[src/rtl/cordic_sc_pkg.sv]
package cordic_sc_pkg;
   timeunit 1ns;
   timeprecision 1ps;

   localparam real PI_R = 3.14159265358979323846;

   // 2**e as a real, e >= 0
   function automatic real pow2(input int e);
      real r;
      r = 1.0;
      for (int k = 0; k < e; k++) r = r * 2.0;
      return r;
   endfunction

   // arctan(2**-i) by power series (i >= 1), exact constant for i = 0
   function automatic real atan_pow2(input int i);
      real x;
      real xp;
      real acc;
      if (i == 0) return PI_R / 4.0;
      x   = 1.0 / pow2(i);
      xp  = x;
      acc = 0.0;
      for (int k = 0; k < 40; k++) begin
         if ((k % 2) == 0) acc = acc + xp / real'(2 * k + 1);
         else              acc = acc - xp / real'(2 * k + 1);
         xp = xp * x * x;
      end
      return acc;
   endfunction

   // 1/K for n micro-rotations: 1/sqrt(prod(1 + 2**-2k))
   function automatic real inv_gain(input int n);
      real p;
      real g;
      p = 1.0;
      for (int k = 0; k < n; k++) p = p * (1.0 + 1.0 / pow2(2 * k));
      g = p;
      for (int k = 0; k < 60; k++) g = 0.5 * (g + p / g);
      return 1.0 / g;
   endfunction

   // round a real to a fixed-point code with fw fraction bits
   function automatic longint fix(input real v, input int fw);
      real s;
      s = v * pow2(fw);
      if (s >= 0.0) return longint'($rtoi(s + 0.5));
      else          return -longint'($rtoi(-s + 0.5));
   endfunction
endpackage

[src/rtl/cordic_sc_fold.sv]
module cordic_sc_fold
   import cordic_sc_pkg::*;
#(
   parameter int F_IN        = 14,
   parameter int FW          = 18,
   parameter int SIGNED_MODE = 1,
   parameter int AW          = 17,
   parameter int ZW          = 21
) (
   input  logic                 clk,
   input  logic                 areset,
   input  logic                 adv,
   input  logic                 i_valid,
   input  logic [AW-1:0]        i_angle,
   output logic                 o_valid,
   output logic                 o_neg,
   output logic signed [ZW-1:0] o_z
);
   timeunit 1ns;
   timeprecision 1ps;

   localparam int TW  = ZW + AW;
   localparam int LSH = (FW >= F_IN) ? (FW - F_IN) : 0;
   localparam int RSH = (FW >= F_IN) ? 0 : (F_IN - FW);
   localparam logic signed [ZW-1:0] PI_C   = ZW'(fix(PI_R, FW));
   localparam logic signed [ZW-1:0] HALF_C = ZW'(fix(PI_R / 2.0, FW));

   logic signed [ZW-1:0] z_al;
   logic signed [ZW-1:0] z_f;
   logic                 neg_f;

   generate
      if (SIGNED_MODE != 0) begin : g_signed
         always_comb begin
            z_al  = ZW'((TW'($signed(i_angle)) <<< LSH) >>> RSH);
            z_f   = z_al;
            neg_f = 1'b0;
            if (z_al > HALF_C) begin
               z_f   = z_al - PI_C;
               neg_f = 1'b1;
            end else if (z_al < -HALF_C) begin
               z_f   = z_al + PI_C;
               neg_f = 1'b1;
            end
         end

         // folded angle always lands inside the quarter-turn band
         p_fold_range_r3 : assert property (@(posedge clk) disable iff (areset)
            o_valid |-> ((o_z <= HALF_C + 2) && (o_z >= -HALF_C - 2)));
      end else begin : g_unsigned
         always_comb begin
            z_al  = ZW'((TW'($signed({1'b0, i_angle})) <<< LSH) >>> RSH);
            z_f   = z_al;
            neg_f = 1'b0;
         end
      end
   endgenerate

   always_ff @(posedge clk or posedge areset) begin
      if (areset) begin
         o_valid <= 1'b0;
         o_neg   <= 1'b0;
         o_z     <= '0;
      end else if (adv) begin
         o_valid <= i_valid;
         o_neg   <= neg_f;
         o_z     <= z_f;
      end
   end
endmodule

[src/rtl/cordic_sc_stage.sv]
module cordic_sc_stage
   import cordic_sc_pkg::*;
#(
   parameter int IDX = 0,
   parameter int FW  = 18,
   parameter int XW  = 21,
   parameter int ZW  = 21
) (
   input  logic                 clk,
   input  logic                 areset,
   input  logic                 adv,
   input  logic                 i_valid,
   input  logic                 i_neg,
   input  logic signed [XW-1:0] i_x,
   input  logic signed [XW-1:0] i_y,
   input  logic signed [ZW-1:0] i_z,
   output logic                 o_valid,
   output logic                 o_neg,
   output logic signed [XW-1:0] o_x,
   output logic signed [XW-1:0] o_y,
   output logic signed [ZW-1:0] o_z
);
   timeunit 1ns;
   timeprecision 1ps;

   localparam logic signed [ZW-1:0] ANG_C = ZW'(fix(atan_pow2(IDX), FW));

   logic signed [XW-1:0] x_n;
   logic signed [XW-1:0] y_n;
   logic signed [ZW-1:0] z_n;

   always_comb begin
      if (!i_z[ZW-1]) begin
         x_n = i_x - (i_y >>> IDX);
         y_n = i_y + (i_x >>> IDX);
         z_n = i_z - ANG_C;
      end else begin
         x_n = i_x + (i_y >>> IDX);
         y_n = i_y - (i_x >>> IDX);
         z_n = i_z + ANG_C;
      end
   end

   always_ff @(posedge clk or posedge areset) begin
      if (areset) begin
         o_valid <= 1'b0;
         o_neg   <= 1'b0;
         o_x     <= '0;
         o_y     <= '0;
         o_z     <= '0;
      end else if (adv) begin
         o_valid <= i_valid;
         o_neg   <= i_neg;
         o_x     <= x_n;
         o_y     <= y_n;
         o_z     <= z_n;
      end
   end

   // the valid flag moves one stage per advancing clock
   p_valid_step_r1 : assert property (@(posedge clk) disable iff (areset)
      adv |=> (o_valid == $past(i_valid)));
endmodule

[src/rtl/cordic_sc_out.sv]
module cordic_sc_out #(
   parameter int F_OUT       = 14,
   parameter int GUARD       = 4,
   parameter int XW          = 21,
   parameter int SIGNED_MODE = 1,
   parameter int OW          = 16
) (
   input  logic                 clk,
   input  logic                 areset,
   input  logic                 adv,
   input  logic                 i_valid,
   input  logic                 i_neg,
   input  logic signed [XW-1:0] i_x,
   input  logic signed [XW-1:0] i_y,
   output logic                 o_valid,
   output logic [OW-1:0]        o_sin,
   output logic [OW-1:0]        o_cos
);
   timeunit 1ns;
   timeprecision 1ps;

   localparam logic signed [XW-1:0] RND_C = XW'(longint'(1) <<< (GUARD - 1));
   localparam logic signed [XW-1:0] ONE_C = XW'(longint'(1) <<< F_OUT);
   localparam logic signed [XW-1:0] LO_C  = (SIGNED_MODE != 0) ? -ONE_C : XW'(0);
   localparam logic signed [OW-1:0] ONE_O = OW'(longint'(1) <<< F_OUT);

   function automatic logic [OW-1:0] shape(input logic signed [XW-1:0] v, input logic ng);
      logic signed [XW-1:0] r;
      r = (v + RND_C) >>> GUARD;
      if (ng) r = -r;
      if (r > ONE_C)     r = ONE_C;
      else if (r < LO_C) r = LO_C;
      return OW'(r);
   endfunction

   always_ff @(posedge clk or posedge areset) begin
      if (areset) begin
         o_valid <= 1'b0;
         o_sin   <= '0;
         o_cos   <= '0;
      end else if (adv) begin
         o_valid <= i_valid;
         o_sin   <= shape(i_y, i_neg);
         o_cos   <= shape(i_x, i_neg);
      end
   end

   generate
      if (SIGNED_MODE != 0) begin : g_chk_signed
         p_sat_sgn_r5 : assert property (@(posedge clk) disable iff (areset)
            o_valid |-> (($signed(o_sin) <= ONE_O) && ($signed(o_sin) >= -ONE_O) &&
                         ($signed(o_cos) <= ONE_O) && ($signed(o_cos) >= -ONE_O)));
      end else begin : g_chk_unsigned
         p_sat_uns_r5 : assert property (@(posedge clk) disable iff (areset)
            o_valid |-> (($unsigned(o_sin) <= $unsigned(ONE_O)) &&
                         ($unsigned(o_cos) <= $unsigned(ONE_O))));
      end
   endgenerate
endmodule

[src/rtl/cordic_sincos.sv]
module cordic_sincos
   import cordic_sc_pkg::*;
#(
   parameter int F_IN        = 14,
   parameter int F_OUT       = 14,
   parameter int SIGNED_MODE = 1,
   parameter int HAS_EN      = 1,
   parameter int GUARD       = 4
) (
   input  logic                                                clk,
   input  logic                                                areset,
   input  logic                                                en,
   input  logic                                                in_valid,
   input  logic [F_IN + ((SIGNED_MODE != 0) ? 3 : 1) - 1:0]    angle,
   output logic                                                out_valid,
   output logic [F_OUT + ((SIGNED_MODE != 0) ? 2 : 1) - 1:0]   sin_o,
   output logic [F_OUT + ((SIGNED_MODE != 0) ? 2 : 1) - 1:0]   cos_o
);
   timeunit 1ns;
   timeprecision 1ps;

   localparam int AW  = F_IN + ((SIGNED_MODE != 0) ? 3 : 1);
   localparam int OW  = F_OUT + ((SIGNED_MODE != 0) ? 2 : 1);
   localparam int FW  = F_OUT + GUARD;
   localparam int ZW  = FW + 3;
   localparam int XW  = FW + 3;
   localparam int NST = F_OUT + 1;
   localparam logic signed [XW-1:0] INVK_C = XW'(fix(inv_gain(NST), FW));
   localparam logic signed [ZW-1:0] RES_C  =
      ZW'(fix(atan_pow2(NST - 1), FW) + longint'(NST) + 2);

   // elaboration-time parameter checks
   generate
      if (F_IN < 2 || F_IN > 24) begin : g_bad_fin
         $error("cordic_sincos: F_IN must lie in 2..24");
      end
      if (F_OUT < 2 || F_OUT > 24) begin : g_bad_fout
         $error("cordic_sincos: F_OUT must lie in 2..24");
      end
      if (GUARD < 1 || GUARD > 4) begin : g_bad_guard
         $error("cordic_sincos: GUARD must lie in 1..4");
      end
      if (SIGNED_MODE != 0 && SIGNED_MODE != 1) begin : g_bad_mode
         $error("cordic_sincos: SIGNED_MODE must be 0 or 1");
      end
      if (HAS_EN != 0 && HAS_EN != 1) begin : g_bad_en
         $error("cordic_sincos: HAS_EN must be 0 or 1");
      end
   endgenerate

   logic adv;
   generate
      if (HAS_EN != 0) begin : g_en
         assign adv = en;
      end else begin : g_free
         assign adv = 1'b1;
      end
   endgenerate

   logic                 pv [NST+1];
   logic                 pn [NST+1];
   logic signed [XW-1:0] px [NST+1];
   logic signed [XW-1:0] py [NST+1];
   logic signed [ZW-1:0] pz [NST+1];

   cordic_sc_fold #(
      .F_IN(F_IN), .FW(FW), .SIGNED_MODE(SIGNED_MODE), .AW(AW), .ZW(ZW)
   ) u_fold (
      .clk(clk), .areset(areset), .adv(adv),
      .i_valid(in_valid), .i_angle(angle),
      .o_valid(pv[0]), .o_neg(pn[0]), .o_z(pz[0])
   );

   assign px[0] = INVK_C;
   assign py[0] = '0;

   generate
      for (genvar k = 0; k < NST; k++) begin : g_stage
         cordic_sc_stage #(
            .IDX(k), .FW(FW), .XW(XW), .ZW(ZW)
         ) u_rot (
            .clk(clk), .areset(areset), .adv(adv),
            .i_valid(pv[k]), .i_neg(pn[k]),
            .i_x(px[k]), .i_y(py[k]), .i_z(pz[k]),
            .o_valid(pv[k+1]), .o_neg(pn[k+1]),
            .o_x(px[k+1]), .o_y(py[k+1]), .o_z(pz[k+1])
         );
      end
   endgenerate

   cordic_sc_out #(
      .F_OUT(F_OUT), .GUARD(GUARD), .XW(XW), .SIGNED_MODE(SIGNED_MODE), .OW(OW)
   ) u_out (
      .clk(clk), .areset(areset), .adv(adv),
      .i_valid(pv[NST]), .i_neg(pn[NST]),
      .i_x(px[NST]), .i_y(py[NST]),
      .o_valid(out_valid), .o_sin(sin_o), .o_cos(cos_o)
   );

   // residual angle after the last rotation has converged
   p_resid_r2 : assert property (@(posedge clk) disable iff (areset)
      pv[NST] |-> ((pz[NST] <= RES_C) && (pz[NST] >= -RES_C)));

   // a stalled pipeline keeps its outputs
   p_hold_r6 : assert property (@(posedge clk) disable iff (areset)
      !adv |=> ($stable(out_valid) && $stable(sin_o) && $stable(cos_o)));
endmodule

[config.mk]
export PLATFORM = sky130hd
export DESIGN_NAME = cordic_sincos
export DESIGN_NICKNAME = d
export VERILOG_FILES = /design/src/rtl/cordic_sc_pkg.sv /design/src/rtl/cordic_sc_fold.sv /design/src/rtl/cordic_sc_stage.sv /design/src/rtl/cordic_sc_out.sv /design/src/rtl/cordic_sincos.sv
export SDC_FILE = /design/constraint.sdc
export NUM_CORES = 2
export LEC_CHECK = 0
export BUFFER_PORTS_ARGS = -buffer_cell sky130_fd_sc_hd__buf_2
export CAP_MARGIN = 20
export CORE_MARGIN = 10
export CORE_UTILIZATION = 65
export CTS_BUF_LIST = sky130_fd_sc_hd__clkbuf_2 sky130_fd_sc_hd__clkbuf_4 sky130_fd_sc_hd__clkbuf_8
export DETAILED_ROUTE_END_ITERATION = 10
export GPL_TIMING_DRIVEN = 0
export PLACE_DENSITY = 0.8
export RECOVER_POWER = 100
export SLEW_MARGIN = 20
export SYNTH_ARGS = -nofsm -noshare
export SYNTH_HDL_FRONTEND = slang
export SYNTH_HIERARCHICAL = 1
export SYNTH_SLANG_ARGS = --single-unit
[constraint.sdc]
create_clock -name clk -period 7.2 [get_ports clk]
set_clock_uncertainty 0.1 [all_clocks]
set_input_delay 1.08 -clock clk [delete_from_list [all_inputs] [get_ports clk]]
set_output_delay 1.08 -clock clk [all_outputs]
set_load 0.02 [all_outputs]
==> summary.txt <==
Status
  – Status: complete, but fails checks
  – Failing checks: max-capacitance violations, max-slew violations

Worst setup path
  – Critical path class: in2reg
  – Flop2flop setup slack: between 1500 and 2000 ps
  – CP max FO: 27
  – Cell family with most CP delay: buffers and inverters
  – Crit. End Element: flop
  – Reg2Reg Depth: 11
  – RR Startpoint: g_stage[2].u_rot/o_z[20]$_DFFE_PP0P_
  – R2R Path End: g_stage[3].u_rot/o_y[16]$_DFFE_PP0P_
  – Ordered list of cells on the worst path: clkbuf_1 -> clkbuf_1 -> clkbuf_1 -> clkinv_1 -> a311o_1 -> a22oi_2 -> clkbuf_1 -> a22oi_1 -> o21ai_0
  – Critical path's largest stage delay: 2020 ps
  – Crit path max-delay cell type: clkbuf_1
  – Startpoint types: input pin
  – WP buf/inv: 5
  – Crit path DAT: 6800 ps
  – Most used cell, CP: clkbuf_1
  – CP required: 7960 ps

Timing
  – Setup TNS after final layout: 0 ps
  – RSZ-0062 raised after global routing: no
  – Final Hold Viols: 0
  – Worst-Margin Slew: about 3400 ps
  – Final min period: 6040 ps
  – Setup Viol. Count Final: 0
  – Fin crit share: 0.839
  – Maximum clock frequency: 166 MHz
  – Normalized max-slew margin: -1.29
  – Max Slew Vio Count: between 800 and 900

GRT
  – Initial antenna violation count: 6
  – Vias in the first global route: around 76000
  – Total global routing overflow: 0
  – First-pass GRT wire length: 417 mm
  – Pin count of the biggest net entering global routing: around 60
  – Total Routing Usage GR: 0.335

CTS
  – CTS H-tree depth: 4
  – Clock buffer depth: 3
  – Setup Fix Bufs, Post-CTS: 0
  – Clock transition at path regs: 60 ps
  – Hold_buf cts: 0
  – CTS tree: done
  – CTS resizes: 0
  – Root Driver: clkbuf_8
  – Worst skew pair latency: about 940 ps
  – Sink Count: 940
  – Inserted Clock Buffers: ~170

Layout
  – Filler Cell Count: 11000
  – Core Util, Final: 0.703
  – FF+latch area: roughly 24000 sq um
  – Final #Nets: 11400
  – Multi-input gate area: 62200 sq um
  – Area growth, synth to finish: 7.30%
  – Layout cells sized above 1: 0.113

Floorplanning
  – Number of cell rows: 135
  – Die Ht: 390 um
  – Die area: roughly 150000 sq um
  – Initial Util: 0.655
  – I/O Pins: 54
  – Core ar.: 136000 sq um
  – Die Wd: 390 um

Worst hold path
  – Hold Crit Start: in_valid
  – Hold crit path type: in2reg
  – Worst hold stages: 2
  – Hold Crit Endpoint: u_fold/o_valid$_DFFE_PP0P_

Routing
  – Via count: 80600
  – Initial drt markers: a little under 8000
  – Remaining DRCs: 0
  – Routed Antenna Nets: 0
  – Routed wire length: 265 mm
  – Wire length per cell: about 21 um
  – First drt pass iteration count: 8
  – DR vias/cell: 6.53

Logic synthesis
  – Syn Area/Cell: 8.84 sq um
  – Mapped Cells: 10100
  – YS warnings: 6
  – Cell Area, Synth: 88900 sq um

Job
  – Max-cap violations: 17

Placement
  – Post-detail-place hpwl: 209 mm
  – Gpl congestion: 0.981
  – Port bufs: 50
## layout make-up
class / instances / area share
Multi-Input combinational cell: 8408 / 0.652
Sequential cell: 940 / 0.247
Clock buffer: 242 / 0.0321
Tap cell: 1781 / 0.0234
Inverter: 464 / 0.0184
Buffer: 379 / 0.0179
Clock inverter: 58 / 0.00707
Timing Repair Buffer: 60 / 0.00256
Antenna cell: 1 / 0.0000262
## state kept, by name, indices dropped and copies added (netlist names)
register and cells:
g_stage.u_rot/o_neg 15, u_out/o_valid 1, u_out/o_cos 16, g_stage.u_rot/o_x 311
g_stage.u_rot/o_z 234, g_stage.u_rot/o_valid 15, g_stage.u_rot/o_y 312, u_fold/o_z 19
u_out/o_sin 16, u_fold/o_valid 1
## cells in the final DEF, fill, tap and decap left out, types with 84 or more instances in the layout
master	n
clkbuf_8	204
nor2b_1	98
xor2_1	299
a21o_1	300
o21a_1	130
nor2_1	778
a21oi_1	951
a31oi_1	111
nand3_1	192
nand2_1	651
xnor2_1	627
o21bai_1	84
mux2i_1	103
nor3_1	266
o21ai_0	471
mux2_2	531
o211ai_1	87
nand4_1	102
dfrtp_1	940
a211oi_1	118
ha_1	926
clkbuf_1	330
o31ai_1	95
conb_1	135
inv_1	440
## worst max-delay path by stage
stage | startpoint | to | slack (ps) | depth (start not counted)
floorplan | g_stage[9].u_rot/o_y[10]$_DFFE_PP0P_ | g_stage[10].u_rot/o_x[17]$_DFFE_PP0P_ | 3470 | 15
global placement | en | g_stage[11].u_rot/o_y[14]$_DFFE_PP0P_ | 2490 | 5
detailed placement | u_fold/o_z[20]$_DFFE_PP0P_ | g_stage[0].u_rot/o_z[16]$_DFFE_PP0P_ | 2470 | 14
CTS | u_fold/o_z[20]$_DFFE_PP0P_ | g_stage[0].u_rot/o_z[16]$_DFFE_PP0P_ | 2460 | 14
global route | en | u_out/o_cos[11]$_DFFE_PP0P_ | 1120 | 9
finish | en | u_out/o_cos[11]$_DFFE_PP0P_ | 1160 | 9
## per-stage QoR
step / instance area [sq um] / worst slack [ps] / hold WS [ps] / cells
finish: 95400 / 1160 / 340 / 12300
global route: 95400 / 1120 / 309 / 12300
CTS: 95900 / 2460 / 269 / 12300
detailed placement: 92200 / 2470 / 375 / 12000
global placement: 91900 / 2490 / 357 / 12000
floorplan: 89400 / 3470 / 350 / 10200
## layer usage
| metal | vias to the layer above | GRT usage | wire [um] |
|---|---|---|---|
| li1 | 37700 | - | - |
| met4 | 6 | 0.131 | 10700 |
| met2 | 3455 | 0.512 | 115000 |
| met1 | 38800 | 0.472 | 116000 |
| met5 | - | 0 | 77 |
| met3 | 577 | 0.0569 | 23200 |
Power is left out: the tool's default activity adds up to more than one toggle a clock period on the data nets, which glitch-free logic cannot reach.
